**src/rtl/gpio_pair_pkg.sv**
```systemverilog
package gpio_pair_pkg;

    localparam int ADDR_W     = 4;
    localparam int DATA_W     = 8;
    localparam int NPIN       = 2;
    localparam int SYNC_DEPTH = 2;
    localparam logic [ADDR_W-1:0] CTRL_ADDR = 4'h1;

    typedef struct packed {
        logic lvl0;     // bit 7
        logic lvl1;     // bit 6
        logic dir0;     // bit 5, 1 = input
        logic dir1;     // bit 4, 1 = input
        logic rdy_all;  // bit 3
        logic low_pwr;  // bit 2
        logic rsvd;     // bit 1, always 0
        logic sync_en;  // bit 0
    } ctrl_t;

    localparam ctrl_t CTRL_RESET = '{lvl0: 1'b0, lvl1: 1'b0, dir0: 1'b1, dir1: 1'b1,
                                     rdy_all: 1'b0, low_pwr: 1'b0, rsvd: 1'b0,
                                     sync_en: 1'b0};

    function automatic ctrl_t sanitize(input logic [DATA_W-1:0] raw);
        ctrl_t c;
        c = ctrl_t'(raw);
        c.rsvd = 1'b0;
        return c;
    endfunction

    function automatic logic [DATA_W-1:0] compose_read(input ctrl_t c,
                                                       input logic [NPIN-1:0] view);
        ctrl_t r;
        r = c;
        r.lvl0 = view[0];
        r.lvl1 = view[1];
        r.rsvd = 1'b0;
        return DATA_W'(r);
    endfunction

endpackage

```
**src/rtl/gpio_in_sync.sv**
```systemverilog
module gpio_in_sync #(
    parameter int WIDTH  = 2,
    parameter int STAGES = 2
) (
    input  logic             clk,
    input  logic [WIDTH-1:0] d,
    output logic [WIDTH-1:0] q
);
    logic [WIDTH-1:0] chain [STAGES];

    always_ff @(posedge clk) chain[0] <= d;

    for (genvar s = 1; s < STAGES; s++) begin : g_stage
        always_ff @(posedge clk) chain[s] <= chain[s-1];
    end

    assign q = chain[STAGES-1];
endmodule

```
**src/rtl/gpio_ctrl_store.sv**
```systemverilog
module gpio_ctrl_store
    import gpio_pair_pkg::*;
(
    input  logic              clk,
    input  logic              rst,
    input  logic              wr_en,
    input  logic [DATA_W-1:0] wdata,
    output ctrl_t             q
);
    always_ff @(posedge clk) begin
        if (rst)        q <= CTRL_RESET;
        else if (wr_en) q <= sanitize(wdata);
    end

    AST_DIRS_AFTER_RESET: assert property (@(posedge clk)
        $past(rst) && !rst |-> (q.dir0 && q.dir1 && !q.sync_en));
endmodule

```
**src/rtl/gpio_pin_mux.sv**
```systemverilog
module gpio_pin_mux
    import gpio_pair_pkg::*;
(
    input  logic            dir0,
    input  logic            dir1,
    input  logic            lvl0,
    input  logic            lvl1,
    input  logic            sync_en,
    input  logic [NPIN-1:0] pin_sync,
    output logic [NPIN-1:0] oe,
    output logic [NPIN-1:0] drive,
    output logic [NPIN-1:0] view,
    output logic            sync_level
);
    logic p1_is_input;

    always_comb begin
        p1_is_input = dir1 | sync_en;
        oe[0]       = ~dir0;
        oe[1]       = ~p1_is_input;
        drive       = {lvl1, lvl0};
        view[0]     = dir0 ? pin_sync[0] : lvl0;
        view[1]     = p1_is_input ? pin_sync[1] : lvl1;
        sync_level  = sync_en & pin_sync[1];
    end

    always_comb begin
        assert (!(oe[1] && sync_en));
    end
endmodule

```
**src/rtl/gpio_pair_ctrl.sv**
```systemverilog
module gpio_pair_ctrl
    import gpio_pair_pkg::*;
(
    input  logic              clk,
    input  logic              rst,
    input  logic [ADDR_W-1:0] bus_addr,
    input  logic              bus_we,
    input  logic [DATA_W-1:0] bus_wdata,
    output logic [DATA_W-1:0] bus_rdata,
    input  logic [NPIN-1:0]   pin_in,
    output logic [NPIN-1:0]   pin_out,
    output logic [NPIN-1:0]   pin_oe,
    output logic              rdy_all_mode,
    output logic              low_power,
    output logic              sync_enable,
    output logic              sync_level
);
    logic            hit;
    ctrl_t           ctrl;
    logic [NPIN-1:0] pin_sync;
    logic [NPIN-1:0] view;

    assign hit = (bus_addr == CTRL_ADDR);

    gpio_in_sync #(.WIDTH(NPIN), .STAGES(SYNC_DEPTH)) u_sync (
        .clk (clk),
        .d   (pin_in),
        .q   (pin_sync)
    );

    gpio_ctrl_store u_store (
        .clk   (clk),
        .rst   (rst),
        .wr_en (bus_we & hit),
        .wdata (bus_wdata),
        .q     (ctrl)
    );

    gpio_pin_mux u_mux (
        .dir0       (ctrl.dir0),
        .dir1       (ctrl.dir1),
        .lvl0       (ctrl.lvl0),
        .lvl1       (ctrl.lvl1),
        .sync_en    (ctrl.sync_en),
        .pin_sync   (pin_sync),
        .oe         (pin_oe),
        .drive      (pin_out),
        .view       (view),
        .sync_level (sync_level)
    );

    assign rdy_all_mode = ctrl.rdy_all;
    assign low_power    = ctrl.low_pwr;
    assign sync_enable  = ctrl.sync_en;
    assign bus_rdata    = hit ? compose_read(ctrl, view) : '0;

    AST_DIR_TO_OE: assert property (@(posedge clk) disable iff (rst)
        hit && bus_we |=> pin_oe[0] == !$past(bus_wdata[5]));
    AST_WR_LEVEL: assert property (@(posedge clk) disable iff (rst)
        hit && bus_we |=> pin_out == {$past(bus_wdata[6]), $past(bus_wdata[7])});
    AST_IN_VIEW: assert property (@(posedge clk) disable iff (rst)
        hit && bus_rdata[5] && !$past(rst, 2) |-> bus_rdata[7] == $past(pin_in[0], 2));
    AST_RSVD_ZERO: assert property (@(posedge clk) disable iff (rst)
        !bus_rdata[1]);
    AST_SYNC_OFF: assert property (@(posedge clk) disable iff (rst)
        hit && bus_we && bus_wdata[0] |=> !pin_oe[1]);
    AST_FOREIGN_WR: assert property (@(posedge clk) disable iff (rst)
        !hit && bus_we |=> $stable(pin_oe) && $stable(pin_out) && $stable(low_power));
endmodule

```
**config.mk**
```make
export PLATFORM = sky130hd
export DESIGN_NAME = gpio_pair_ctrl
export DESIGN_NICKNAME = d
export VERILOG_FILES = /design/src/rtl/gpio_pair_pkg.sv /design/src/rtl/gpio_in_sync.sv /design/src/rtl/gpio_ctrl_store.sv /design/src/rtl/gpio_pin_mux.sv /design/src/rtl/gpio_pair_ctrl.sv
export SDC_FILE = /design/constraint.sdc
export NUM_CORES = 1
export LEC_CHECK = 0
export BUFFER_PORTS_ARGS = -buffer_cell sky130_fd_sc_hd__buf_2
export CORE_AREA = 5 5 42 44
export DETAILED_ROUTE_END_ITERATION = 16
export DIE_AREA = 0 0 47 49
export PLACE_DENSITY = 0.77
export SYNTH_ARGS = -nofsm -noshare
export SYNTH_HDL_FRONTEND = slang
export SYNTH_HIERARCHICAL = 1
export SYNTH_SLANG_ARGS = --single-unit
```
**constraint.sdc**
```tcl
create_clock -name clk -period 2.1 [get_ports clk]
set_input_delay 0.21 -clock clk [delete_from_list [all_inputs] [get_ports clk]]
set_output_delay 0.21 -clock clk [all_outputs]
set_load 0.02 [all_outputs]
```
== After elaboration in Yosys (flattened, before gate mapping) ==
Memories as Yosys holds them, arrays and structs flattened.
Cells that the tools add are included.

* Bits in registers: 7
* Bits in writable memories: 4
* Output and inout bits: 16
* Word-level logic and storage cells: 17
* Memories: 1

{| class="wikitable"
|+ Memory list
! memory !! words !! width !! read ports !! clocked after Yosys merged registers in !! wr ports !! RTL line !! source
|-
| u_sync.chain || 2 || 2 || 2 || 0 || 2 || gpio_in_sync.sv:9 || <nowiki>logic [WIDTH-1:0] chain [STAGES];</nowiki>
|}

* Equal/unequal tests: 1
* Multiplexer cells: 3
* Bitwise operators: 5

{| class="wikitable"
|+ Operators with widths
! operator !! count
|-
| 8-bit two-way mux || 1
|-
| 4-bit by 1-bit equality test with 1-bit output, second input constant || 1
|-
| 1-bit bitwise AND || 2
|-
| 1-bit two-way mux || 2
|-
| 1-bit NOT || 2
|-
| 1-bit OR || 1
|}

== Logic depth before layout (Yosys ltp) ==
Gate-level depths: netlist (run 1).

* Word-level depth: 3
* Mapped depth: 5
* Gate-level depth less buffers: 4

== Cells and area by module ==
Netlist (run 1), hierarchy kept.

{| class="wikitable"
|+ By module, submodules not included
! module !! times used !! cells each !! area each (sq um) !! sequential area each (sq um)
|-
| gpio_ctrl_store || 1 || 24 || 261.5 || 140.1
|-
| gpio_in_sync || 1 || 6 || 95.1 || 80.1
|-
| gpio_pair_ctrl || 1 || 11 || 85.1 || 0.0
|-
| gpio_pin_mux || 1 || 7 || 58.8 || 0.0
|}

== Worst setup path after synthesis (run 1) ==
No wires, ideal clock.

* Path type: reg-to-output
* Start: reg u_store/q[0] (netlist name)
* End: out bus_rdata[6]
* Arrival: 1.190 ns
* Required time: 1.890 ns
* Slack: 0.700 ns
* Stages on the path, launching flop included: 4
* Path through: dfxtp_1 -> nor2_2 -> mux2_4 -> and2_1

* Cells in the longest elaborated chain, start to end: 3

{| class="wikitable"
|+ RTL lines
! element !! RTL line !! source
|-
| start, declared || gpio_ctrl_store.sv:8 || <nowiki>output ctrl_t q</nowiki>
|-
| start signal, assigned || gpio_ctrl_store.sv:12 || <nowiki>else if (wr_en) q <= sanitize(wdata);</nowiki>
|-
| 1-bit OR || gpio_pin_mux.sv:18 || <nowiki>p1_is_input = dir1 | sync_en;</nowiki>
|-
| 1-bit two-way mux || gpio_pin_mux.sv:23 || <nowiki>view[1] = p1_is_input ? pin_sync[1] : lvl1;</nowiki>
|-
| net view[1] || gpio_pair_ctrl.sv:21 || <nowiki>logic [NPIN-1:0] view;</nowiki>
|-
| 8-bit two-way mux || gpio_pair_ctrl.sv:55 || <nowiki>assign bus_rdata = hit ? compose_read(ctrl, view) : '0;</nowiki>
|-
| end, declared || gpio_pair_ctrl.sv:9 || <nowiki>output logic [DATA_W-1:0] bus_rdata,</nowiki>
|}

The timed path passes the listed nets, and every way through them passes these cells.

== Worst setup path after layout (run 1) ==
Same ends and word-level chain as after synthesis.

==> key figures, run 1 <==
Timing
  – Final Cycle Share: around three quarters
  – Max Freq: 0.643 GHz
  – Pins Over Slew Limit: 0
  – Period minus WS final: 1560 ps
  – RSZ-0062 raised after global routing: no
  – Sum of negative setup slack: 0 ps
  – Final setup violating endpoints: 0
  – WHS: 39.9 ps
  – Clock skew: approximately 0.035 ps
  – Endpoints failing hold: 0

GRT
  – Overflow after GRT: 0
  – Initial antenna violation count: 0
  – First-pass GRT wire length: around 1700 um
  – Vias in the first global route: 394
  – Largest net degree at the start of global routing: 10
  – Gr usage total: 10.3%

Synth
  – Synthesized net count: 63
  – Yosys warning total: 6
  – Synthesized area per cell: approximately 11 um2
  – Cells after Synth: between 40 and 50
  – Netlist Area Pre-Place: 489 um2

Clock network
  – Clock transition at path regs: 70 ps
  – Setup bufs post-CTS: 0
  – PostCTS Resize Cnt: 0
  – Clk buf depth: 2
  – CTS Root Cell: clkbuf_4
  – CTS H-tree depth: 1
  – CTS Sinks: 11
  – Number of hold buffers added after CTS: 0
  – CTS buffer count: 3
  – Skew-Pair Late Insertion Delay: 260 ps
  – TritonCTS clock tree: built

Setup path
  – Largest stage delay on the critical path: 350 ps
  – Endpoint type of the worst setup path: output pin
  – Crit path max fanout: 5
  – Kind of critical path: register to output pin
  – Startpoint types: register
  – CP max stage cell: dfxtp_1
  – Reg2reg setup slack: about 1300 ps
  – Worst path bufs/invs: 1
  – CP arrival: 1350 ps
  – Worst path required time: ~1900 ps
  – CP top delay family: flip-flops
  – CP cell instances: nor2_2, mux2_4, and2_1, buf_2

Placed design
  – Placer's final routability congestion estimate: 0.644
  – Post-DP HPWL: 785 um
  – Port bufs: 30
  – Placed cell count: 87

Power and ir drop
  – Sw Pwr: 89.6 uW
  – Pwr/cell area: 619 nW/um2
  – Clock power frac: 35.5%
  – Flop pwr share: 54.5%
  – Leak pwr: 0.339 nW
  – Int Pwr: about 310 uW
  – Combinational power share: 10.0%
  – Sw Share: 22.5%
  – Worst vdd ir: 0.412 mV

Detailed routing
  – DR DRC count: 0
  – 1st-iter DRT viols: 4
  – Via/cell ratio: 4.19
  – DR WL/cell: 10.8 um
  – DRT Wirelength: about 990 um
  – Vias: 381
  – Routed Antenna Nets: 0
  – DR pass1 iterations: 5

Final layout
  – Fraction of layout instances using a drive strength above 1: roughly 52%
  – Area grow syn2layout: 31.7%
  – Layout Cells excl Fill: just over 90
  – ANT cells: 0
  – Final Util: 46.0%
  – Layout Nets: 93

Status
  – Status: complete, no violations

Worst hold path
  – Worst Hold Class: primary input to register

Die
  – Die Y: 49 um
  – Initial cell density of the core: 34.9%
  – Row count: 14
  – Core area: 1400 um2
  – # IOs: 33
  – Die area: 2300 um2
  – Die width: 47 um

Flow run
  – Max-Cap Viols: 0
## cell usage in the layout, fill, tap and decap left out, drive strengths merged, types with 2 or more instances in the layout
| cell | n |
|---|---|
| buf | 31 |
| dfxtp | 11 |
| and2 | 9 |
| nor2 | 6 |
| mux2i | 5 |
| clkbuf | 4 |
| nor2b | 2 |
| a211o | 2 |
| mux2 | 2 |
## metal layers
metal	GRT usage (%)	vias to the layer above	routed length [um]
li1	-	201	-
met1	10.9	157	383
met2	14.7	21	457
met3	4.06	2	130
met4	9.68	0	15
met5	0	-	0
## flip-flops by register name, indices dropped and copies added (netlist names)
name	cells
u_store/q	7
u_sync/chain	4
## area by class of cell
cell class	instances	area, um2
Multi-Input combinational cell	28	216
Tap cell	16	20.0
Timing Repair Buffer	31	158
Inverter	1	3.75
Fill cell	153	757
Sequential cell	11	220
Clock buffer	4	26.3
## path summary, 6_finish.rpt
path | from | end | cells past startpoint
worst min-delay path | pin_in[1] | u_sync/chain[0][1] | 1
worst max register to register | u_store/q[5] | u_store/q[5] | 2
worst min register to register | u_sync/chain[0][0] | u_sync/chain[0][2] | 0
worst max-delay path | u_store/q[0] | bus_rdata[6] | 4
## power groups by stage
stage | sequential (mW) | clock (mW) | combinational, mW
2_1_floorplan | 0.222 | 0 | 0.0228
3_3_place_gp | 0.222 | 0 | 0.0399
3_5_place_dp | 0.222 | 0 | 0.0405
4_1_cts | 0.217 | 0.149 | 0.0405
5_1_grt | 0.218 | 0.162 | 0.0442
6_report | 0.217 | 0.142 | 0.0399
## worst reg2reg max path, delay by kind of cell (launching register included)
family	cells	cell delay, ps
compound gates	1	230
flops	1	330
simple gates	1	130
## metrics by stage
step | worst slack (ps) | power (mW) | instance area (um2)
global route | 459 | 0.424 | 644
floorplan | 700 | 0.245 | 489
global placement | 635 | 0.262 | 618
finish | 544 | 0.399 | 644
detailed placement | 634 | 0.263 | 618
CTS | 521 | 0.407 | 644
(Power assumes the default switching activity.)
==> inputs of run 2 (changes only) <==
--- a/config.mk
+++ b/config.mk
@@ -5,11 +5,12 @@
 export SDC_FILE = /design/constraint.sdc
 export NUM_CORES = 1
 export LEC_CHECK = 0
+export ABC_AREA = 1
 export BUFFER_PORTS_ARGS = -buffer_cell sky130_fd_sc_hd__buf_2
-export CORE_AREA = 5 5 42 44
+export CORE_MARGIN = 5
+export CORE_UTILIZATION = 36
 export DETAILED_ROUTE_END_ITERATION = 16
-export DIE_AREA = 0 0 47 49
-export PLACE_DENSITY = 0.77
+export PLACE_DENSITY = 0.76
 export SYNTH_ARGS = -nofsm -noshare
 export SYNTH_HDL_FRONTEND = slang
 export SYNTH_HIERARCHICAL = 1
==> constraint.sdc (replaced) <==
create_clock -name clk -period 1.35 [get_ports clk]
set_input_delay 0.135 -clock clk [delete_from_list [all_inputs] [get_ports clk]]
set_output_delay 0.135 -clock clk [all_outputs]
set_load 0.02 [all_outputs]
==> key figures, run 2 <==
Status
  – Status: complete, no violations (unchanged)

Setup path
  – Worst R2R Path Depth: 2 (unchanged)
  – Endpoint type of the worst setup path: output pin (unchanged)
  – Worst path required time: 1220 ps (was 1890 ps)
  – Crit path max fanout: 4 (was 5)
  – Kind of critical path: register to output pin (unchanged)
  – Startpoint types: register (unchanged)
  – CP arrival: 1140 ps (was 1350 ps)

Worst hold path
  – Worst Hold Class: primary input to register (unchanged)
  – Hold Path Stages: 3 (was 1)

Synth
  – Cells after Synth: 81 (was 46)
  – Netlist Area Pre-Place: 520 um2 (was 489 um2)
  – Synthesized area per cell: 6.43 um2 (was 10.6 um2)
  – Yosys warning total: 6 (unchanged)
  – Synthesized net count: 98 (was 63)

Power and ir drop
  – Leak pwr: 0.447 nW (was 0.339 nW)
  – Pwr/cell area: 904 nW/um2 (was 619 nW/um2)
  – Worst vdd ir: 0.712 mV (was 0.412 mV)
  – Total Power: 632 uW (was 399 uW)

Final layout
  – Biggest register: u_store/q (unchanged)
  – Area grow syn2layout: 34.4% (was 31.7%)
  – Layout Cells excl Fill: 127 (was 91)
  – Commonest cells after routing, fill and taps aside: 29 x buf_2, 20 x nand2_1, 19 x nor2_1 (was 30 x buf_2, 11 x dfxtp_1, 8 x and2_1)
  – ANT cells: 0 (unchanged)
  – Most common cell after layout, fill and taps aside: buf_2 (unchanged)
  – Layout Nets: 130 (was 93)
  – Largest register FFs: 7 (unchanged)
  – Fraction of layout instances using a drive strength above 1: 35.7% (was 52.0%)
  – Largest regs: u_store/q x7, u_sync/chain x4 (unchanged)

Detailed routing
  – DRT Wirelength: 1100 um (was 986 um)
  – DR WL/cell: 8.64 um (was 10.8 um)
  – DR DRC count: 0 (unchanged)
  – Via/cell ratio: 4.04 (was 4.19)
  – Routed Antenna Nets: 0 (unchanged)
  – Vias: 513 (was 381)
  – DR pass1 iterations: 2 (was 5)
  – 1st-iter DRT viols: 2 (was 4)

GRT
  – Vias in the first global route: 434 (was 394)
  – Largest net degree at the start of global routing: 14 (was 10)
  – First-pass GRT wire length: 1640 um (was 1660 um)
  – Gr usage total: 10.7% (was 10.3%)
  – Overflow after GRT: 0 (unchanged)
  – Initial antenna violation count: 0 (unchanged)

Clock network
  – Skew-Pair Late Insertion Delay: 260 ps (about the same)
  – Clock transition at path regs: 60 ps (was 70 ps)
  – CTS Root Cell: clkbuf_4 (unchanged)
  – CTS Sinks: 11 (unchanged)
  – CTS buffer count: 3 (unchanged)
  – TritonCTS clock tree: built (unchanged)
  – CTS H-tree depth: 1 (unchanged)
  – Clk buf depth: 2 (unchanged)

Flow run
  – Max-Cap Viols: 0 (unchanged)

Die
  – Core area: 1330 um2 (was 1400 um2)
  – Initial cell density of the core: 39.0% (was 34.9%)
  – # IOs: 33 (unchanged)
  – Die area: 2310 um2 (was 2300 um2)
  – Die width: 48.0 um (was 47 um)
  – Row count: 13 (was 14)
  – Die Y: 48.0 um (was 49 um)

Timing
  – Clock skew: 0.0610 ps (was 0.0349 ps)
  – RSZ-0062 raised after global routing: no (unchanged)
  – Period minus WS final: 1280 ps
  – Sum of negative setup slack: 0 ps (unchanged)
  – Max Freq: 0.783 GHz
  – Final Cycle Share: around 95%
  – Endpoints failing hold: 0 (unchanged)
  – Final setup violating endpoints: 0 (unchanged)
  – Pins Over Slew Limit: 0 (unchanged)

Placed design
  – Placer's final routability congestion estimate: 0.693 (was 0.644)
  – Post-DP HPWL: 891 um (was 785 um)
  – Port bufs: 30 (unchanged)
  – Placed cell count: 121 (was 87)
-- run 2: area by class of cell --
class | count | area, um2
Clock buffer | 4 | 26.3
Fill cell | 151 | 634
Inverter | 18 | 67.6
Multi-Input combinational cell | 46 | 184
Sequential cell | 11 | 223
Tap cell | 15 | 18.8
Timing Repair Buffer | 33 | 180
-- run 2: routing by layer --
layer / vias to the layer above / part of all wire, % / global-route usage [%]
met4: 0 / 2.6 / 8.06
li1: 283 / - / -
met3: 4 / 13 / 3.76
met2: 23 / 44 / 18.2
met1: 203 / 40 / 10.5
met5: - / 0 / 0
-- run 2: through the flow --
step                utilization [%]  instance area, um2  setup slack [ps]  hold WS, ps
detailed placement             48.6                 648               274          242
global placement               48.6                 648               295          237
floorplan                         -                 520              80.2          163
finish                         52.4                 699              72.7         82.1
global route                   52.4                 699              1.31         85.0
CTS                            52.3                 697              7.69         75.8
-- run 2: final timing paths --
path | start | endpoint | slack [ps]
worst max-delay path | u_store/q[4] | bus_rdata[6] | 70
worst min-delay path | bus_wdata[5] | u_store/q[5] | 80
worst max register to register | u_store/q[0] | u_store/q[0] | 770
worst min register to register | u_sync/chain[0][0] | u_sync/chain[0][2] | 330
-- run 2: critical path, stage by stage, from the launching register on --
cell	delay, ps
dfxtp_2	340
nor2_2	120
nand2_1	60
nand2_1	70
inv_1	50
nor2_1	110
buf_4	150
-- run 2: repair_timing --
action	in CTS	in global routing
resized for setup	1	2
setup endpoints to repair	1	1
pin swaps	0	1
setup buffers	0	0
endpoints found under the hold margin	2	0
hold buffers	2	0
-- run 2: report_power, final --
group	leakage (nW)	switching, mW	internal, mW
Sequential	0.0905	0.00554	0.336
Clock	0.0150	0.0988	0.114
Combinational	0.341	0.0418	0.0362
